`src/rtl/vpic.sv`:
```
module vpic #(
  parameter int NUM_SRC = 28,
  parameter int PRIO_W  = 3
) (
  input  logic               clk,
  input  logic               rst_n,
  input  logic [NUM_SRC-1:0] irq_req,
  input  logic [NUM_SRC-1:0] irq_en,
  input  logic               bus_we,
  input  logic [2:0]         bus_addr,
  input  logic [31:0]        bus_wdata,
  output logic [31:0]        bus_rdata,
  output logic [31:0]        vector,
  output logic               irq,
  output logic               nest_en
);
  localparam int IDX_W  = 5;
  localparam int BASE_W = 16;
  localparam int NPRIO  = (NUM_SRC + 7) / 8;
  localparam logic [2:0] A_NEST = 3'd0;
  localparam logic [2:0] A_BASE = 3'd1;
  localparam logic [2:0] A_VEC  = 3'd2;
  localparam logic [2:0] A_PRIO = 3'd3;

  function automatic logic [31:0] prio_mask(int k);
    logic [31:0] m;
    m = '0;
    for (int n = 0; n < 8; n++)
      if (8*k + n >= 1 && 8*k + n < NUM_SRC) m[4*n +: PRIO_W] = '1;
    return m;
  endfunction

  logic [31:0]        prio_q [NPRIO];
  logic [BASE_W-1:0]  base_q;
  logic               nest_q;
  logic [IDX_W-1:0]   win_q, win_d;
  logic [NUM_SRC-1:0] masked;

  assign masked  = irq_req & irq_en;
  assign irq     = |masked;
  assign nest_en = nest_q;
  assign vector  = {9'd0, base_q, win_q, 2'b00};

  always_comb begin
    logic [PRIO_W-1:0] best_lvl, lvl;
    logic found;
    best_lvl = '0;
    found    = 1'b0;
    win_d    = '0;
    for (int i = 0; i < NUM_SRC; i++) begin
      lvl = prio_q[i/8][(i%8)*4 +: PRIO_W];
      if (masked[i] && (!found || lvl > best_lvl)) begin
        found    = 1'b1;
        best_lvl = lvl;
        win_d    = IDX_W'(i);
      end
    end
  end

  always_ff @(posedge clk or negedge rst_n) begin
    if (!rst_n) begin
      base_q <= '0;
      nest_q <= 1'b0;
      win_q  <= '0;
      for (int k = 0; k < NPRIO; k++) prio_q[k] <= '0;
    end else begin
      win_q <= win_d;
      if (bus_we) begin
        if (bus_addr == A_NEST) nest_q <= bus_wdata[0];
        if (bus_addr == A_BASE) base_q <= bus_wdata[BASE_W-1:0];
        for (int k = 0; k < NPRIO; k++)
          if (bus_addr == A_PRIO + 3'(k)) prio_q[k] <= bus_wdata & prio_mask(k);
      end
    end
  end

  always_comb begin
    bus_rdata = '0;
    if (bus_addr == A_NEST) bus_rdata = {31'd0, nest_q};
    if (bus_addr == A_BASE) bus_rdata = {{(32-BASE_W){1'b0}}, base_q};
    if (bus_addr == A_VEC)  bus_rdata = vector;
    for (int k = 0; k < NPRIO; k++)
      if (bus_addr == A_PRIO + 3'(k)) bus_rdata = prio_q[k];
  end

  logic [NUM_SRC-1:0] masked_d;
  always_ff @(posedge clk or negedge rst_n)
    if (!rst_n) masked_d <= '0;
    else        masked_d <= masked;

  assert_idle_zero_R4: assert property (@(posedge clk) disable iff (!rst_n)
    !irq |=> vector[6:2] == 5'd0);

  assert_winner_active_R1: assert property (@(posedge clk) disable iff (!rst_n)
    vector[6:2] != 5'd0 |-> masked_d[vector[6:2]]);

  assert_base_mirror_R3: assert property (@(posedge clk) disable iff (!rst_n)
    $past(bus_we && bus_addr == A_BASE) |-> vector[22:7] == $past(bus_wdata[15:0]));

  assert_nest_write_R10: assert property (@(posedge clk) disable iff (!rst_n)
    $past(bus_we && bus_addr == A_NEST) |-> nest_en == $past(bus_wdata[0]));

  assert_prio_reserved_R8: assert property (@(posedge clk) disable iff (!rst_n)
    bus_addr == A_PRIO |-> (bus_rdata & 32'h8888_888F) == 32'd0);

  assert_vec_ro_R11: assert property (@(posedge clk) disable iff (!rst_n)
    $past(bus_we && bus_addr == A_VEC) |-> $stable(vector[22:7]));
endmodule

```
`config.mk`:
```
export PLATFORM = sky130hd
export DESIGN_NAME = vpic
export DESIGN_NICKNAME = d
export VERILOG_FILES = /design/src/rtl/vpic.sv
export SDC_FILE = /design/constraint.sdc
export NUM_CORES = 1
export LEC_CHECK = 0
export ABC_CLOCK_PERIOD_IN_PS = 58300
export CAP_MARGIN = 25
export CORE_UTILIZATION = 60
export CTS_BUF_LIST = sky130_fd_sc_hd__clkbuf_2 sky130_fd_sc_hd__clkbuf_4 sky130_fd_sc_hd__clkbuf_8
export CTS_CLUSTER_SIZE = 25
export DETAILED_ROUTE_END_ITERATION = 8
export GPL_ROUTABILITY_DRIVEN = 0
export GPL_TIMING_DRIVEN = 0
export MAX_ROUTING_LAYER = met4
export PLACE_DENSITY = 0.95
export SYNTH_ARGS = -nofsm -noshare
export SYNTH_HDL_FRONTEND = slang
export SYNTH_SLANG_ARGS = --single-unit
```
`constraint.sdc`:
```
create_clock -name clk -period 58.3 [get_ports clk]
set_input_delay 8.745 -clock clk [delete_from_list [all_inputs] [get_ports clk]]
set_output_delay 8.745 -clock clk [all_outputs]
set_load 0.05 [all_outputs]
```
-- Word level (Yosys, flattened, before mapping)
Cells that the tools add are included.
- logic and storage cells: 230
- register bits after elaboration: 150
- bits of input ports: 94
- output and inout bits: 66
- $lt $le $gt $ge: 27
- bitwise logic cells: 5
- reductions and logical operators: 89
- multiplexer cells: 96
- eq/ne operators: 6
- operators by type and width (kind ; number):
    32-bit two-way mux ; 6
    5-bit two-way mux ; 25
    3-bit two-way mux ; 35
    32-bit by 31-bit bitwise AND with 32-bit output ; 3
    3-bit greater-than comparator ; 27
    32-bit by 15-bit bitwise AND with 32-bit output ; 1
    1-bit two-way mux ; 29
    28-bit bitwise AND ; 1
    28-bit OR reduction ; 1
    1-bit logical AND ; 27
    1-bit zero test ; 27
    1-bit logical OR ; 27
    2-bit AND reduction ; 6
    3-bit == test (second input constant) ; 3
    3-bit by 2-bit == test with 1-bit output (second input constant) ; 2
    3-bit by 1-bit == test with 1-bit output (second input constant) ; 1
    3-bit zero test ; 1
    2-bit two-way mux ; 1

-- Longest topological paths before layout
- word-level depth: 110
- depth in mapped cells: 221
- gate-level depth less buffers: 221

-- Worst setup path after synthesis
Ideal clock, no wire load.
- path kind: input to register
- start: in irq_req[1]
- end: reg win_q[2]
- stages on the path: 199
- required time: 58234 ps
- path slack: 14788 ps
- path buffers: 0
- library setup time: 66 ps
- arrival time: 43446 ps
- cell sequence: and3_1 ha_1 nand3_1 a21bo_2 o21bai_1 and2_1 ha_1 a32o_1 a21o_1 a31o_2 ha_1 and3b_1 o21ai_0 a21oi_2 o21a_1 ha_1 and3b_1 o21ai_0 [163 not listed] maj3_1 o21bai_1 mux2_2 ha_1 nor2b_1 o21a_1 o21ai_0 a21oi_1 nor3b_1 a21oi_1 o31a_1 ha_1 a21o_1 a21oi_1 a31oi_1 o21bai_1 and3_1 o31a_1
- cells in the longest elaborated chain, start to end: 107
- elaborated cells on any way between the ends: 182
- those cells by class: 26 x order compare; 76 x mux; 1 x bitwise; 79 x reduce/logical
- RTL lines (what ; RTL line ; RTL):
    start: declaration ; 7 ; input logic [NUM_SRC-1:0] irq_req,
    28-bit bitwise AND * ; 39 ; assign masked = irq_req & irq_en;
    1-bit logical AND * ; 52 ; if (masked[i] && (!found || lvl > best_lvl)) begin
    3-bit two-way mux or 1-bit two-way mux (tied branches) ; 52 ;
    3-bit greater-than comparator or 1-bit zero test (tied branches) ; 52 ;
    1-bit logical OR ; 52 ;
    1-bit logical AND ; 52 ;
    3-bit two-way mux or 1-bit two-way mux (tied branches) ; 52 ;
    3-bit greater-than comparator or 1-bit zero test (tied branches) ; 52 ;
    [92 not listed] ; n/a ;
    1-bit logical OR ; 52 ;
    1-bit logical AND ; 52 ;
    3-bit two-way mux or 1-bit two-way mux (tied branches) ; 52 ;
    3-bit greater-than comparator or 1-bit zero test (tied branches) ; 52 ;
    1-bit logical OR ; 52 ;
    1-bit logical AND ; 52 ;
    5-bit two-way mux * ; 52 ;
    via win_d[2] ; 36 ; logic [IDX_W-1:0] win_q, win_d;
    end signal: assignment ; 67 ; win_q <= win_d;
    end: declaration ; 36 ;
The timed path passes the listed nets; every way through them passes the cells marked *.
A chain may end at the register's enable or synchronous reset.

-- Final worst setup path
Same ends and word-level chain as after synthesis.

==> out/metrics.cfg <==
[global_route]
grt_pass1_vias = 9334
grtUsageMet3_pct = 12.7
met1_usage_pct = 50.5
grt_first_pass_wirelength_microns = 48300
busiest_layer = met2
antenna_found_initial = 1
grt_overflow = 0
grtUsageMet2_pct = 65.5
grt_max_degree = 59
grt.total_usage_pct = 43.6

[logic_synthesis]
synth_cell_type_count = 88
yosysTopAreaCell = dfrtp_1
synth_flop_cell = dfrtp_1
ys_seq_area_share_pct = 29.0
synthCells = 1021
ys_ff_latch = 103
synth_edf_count = 0
synthTopCellsByArea = dfrtp_1, mux2_2, ha_1
syn_area_sq_mm = 0.00888
async_reset_ff_share_pct = 100
yosysWarnings = 0
synth.avg_cell_area_sq_um = 8.69
yosysTopAreaCellShare_pct = 29.0

[setup_path]
cp_slowest_stage_delay_ps = 690
rrSetupSlack_ps = 16110
cpMostUsedCell = a21oi_1
cp_data_required_time_ps = 58630
crit_type = in -> reg
path_max_fanout = 10
end_kind = flop
crit_slowest_cell = nor3_1
worst_r2r_endpoint = win_q[2]$_DFF_PN0_
critPathLaunch = irq_req[1]
r2r-start = prio_q[102]$_DFFE_PN0P_
startpoint_type = input port
worstPathArrival_ps = 50930
worstRegToRegCells = 207
critPathCapture = win_q[2]$_DFF_PN0_

[routing]
drc = 19
drt_iter0_drc = 1472
ant_nets = 0
vias = 9618
viasPerCell = 6.97
wl_microns = 31200
wire_per_inst_microns = 22.6
firstDrtPassIters = 9

[clock_network]
clkLatencyLatePin_ps = 400
cts_tree = done
path_clk_slew_ps = 100
cts_hold_buf = 0
cts_sinks = 103
h-tree-depth = 3
clockBufferDepth = 2
cts_buffers = 9
cts-root-buf = clkbuf_8
ctsResizeCount = 0
cts_setup_buffers = 0

[floorplanning]
io_pins = 160
dieArea_sq_mm = 0.0153
die_w_microns = 124
row_count = 44
placeableCoreArea_sq_mm = 0.0145
die_h_microns = 124
start_util_pct = 61.3

[timing]
whs_ps = 573
fmax_ghz = 0.0198
relSlewSlack_pct = 32.6
timing.final.crit_period_ps = 50600
setup_viol = 0
fin_tns_setup_ps = 0
maxSlewViolCount = 0
min_period_over_period_pct = 86.8
rsz0062_at_grt = no
hold_violations = 0
tightest_slew_ps = 997
skew_ps = 10.6

[status]
status = complete, but fails checks
violations = DRC

[run]
timing.max_cap.violations = 0

[power]
leakagePower_nw = 4.72
cellPowerDensity_mw_per_mm2 = 56.6
vdd_drop_max_v = 0.0000506
power_mw = 0.612

[final_layout]
mostFrequentLayoutCells = clkdlybuf4s50_1, nand2_1, dfrtp_1, mux2_2, a21oi_1
final_common_cell = clkdlybuf4s50_1
area_delta_synth_final_pct = 21.7
drive_gt1_share_pct = 13.6
layout.nets = 1342

[place]
io_buffer_count = 140
dpl.hpwl_microns = 23200

[hold_path]
hold_class = reg -> reg

## Yosys cell counts, drive strengths merged, types with 5 or more instances
cell	number
a211oi	9
a21o	13
a21oi	80
a221oi	5
a22o	5
a22oi	12
a31oi	19
and2	10
and3	11
buf	22
clkbuf	18
dfrtp	103
ha	59
inv	65
mux2	95
mux2i	38
nand2	118
nand2b	8
nand3	36
nand3b	6
nand4	5
nor2	68
nor2b	15
nor3	14
nor4	5
o211ai	11
o21a	7
o21ai	63
o21bai	6
o221ai	7
o22ai	9
## power by group
group          switching [mW]  internal [mW]  leakage (nW)
combinational           0.260          0.185          3.37
clock                  0.0268         0.0214         0.107
sequential             0.0300         0.0888          1.24
total                   0.317          0.296          4.72
## area by class of cell
cell class	instances	area, sq um
inverter	66	248
tap	184	230
clock inverter	5	63.8
antenna	1	2.50
fill	938	3670
buffer	40	203
sequential	103	2580
timing repair buffer	144	1440
multi-input combinational	825	5900
clock buffer	11	139
## worst max-delay path, delay by kind of cell
kind,cells,cell delay [ps]
compound gates,105,22170
fa+ha+maj,29,8000
buf+inv,12,1420
mux,5,1610
simple gates,57,8910
## state kept, by name, summed over array words and instances, names as in the netlist
register and count:
nest_en 1, win_q 5, prio_q 81, base_q 16
## per-layer routing
layer	routed length (microns)	up-vias
met5	0	-
met4	2540	0
met3	3990	275
met2	13700	799
met1	11000	4395
li1	-	4149
## stage by stage
step | setup slack (ps) | utilization [%] | cell area, sq um | std cells
after floorplan | 14790 | - | 8930 | 1034
after global placement | 10030 | 72.9 | 10600 | 1358
after detailed placement | 8530 | 73.2 | 10600 | 1361
after CTS | 8340 | 74.6 | 10800 | 1377
after global routing | 4610 | 74.6 | 10800 | 1379
final | 7700 | 74.6 | 10800 | 1379
## kinds of logic after synthesis
family          share of synthesized area [%]
simple gates                             16.6
compound gates                           23.9
mux                                      16.6
buf+inv                                  5.07
flops                                    29.0
fa+ha+maj                                8.67
other cells                            0.0422
## worst min-delay path by stage
stage	from	end	cells after the start
finish	prio_q[36]$_DFFE_PN0P_	prio_q[36]$_DFFE_PN0P_	1
global route	prio_q[12]$_DFFE_PN0P_	prio_q[12]$_DFFE_PN0P_	1
CTS	prio_q[12]$_DFFE_PN0P_	prio_q[12]$_DFFE_PN0P_	1
detailed placement	prio_q[36]$_DFFE_PN0P_	prio_q[36]$_DFFE_PN0P_	1
global placement	prio_q[36]$_DFFE_PN0P_	prio_q[36]$_DFFE_PN0P_	1
floorplan	prio_q[116]$_DFFE_PN0P_	prio_q[116]$_DFFE_PN0P_	1
Power figures use the tool's default switching activity.
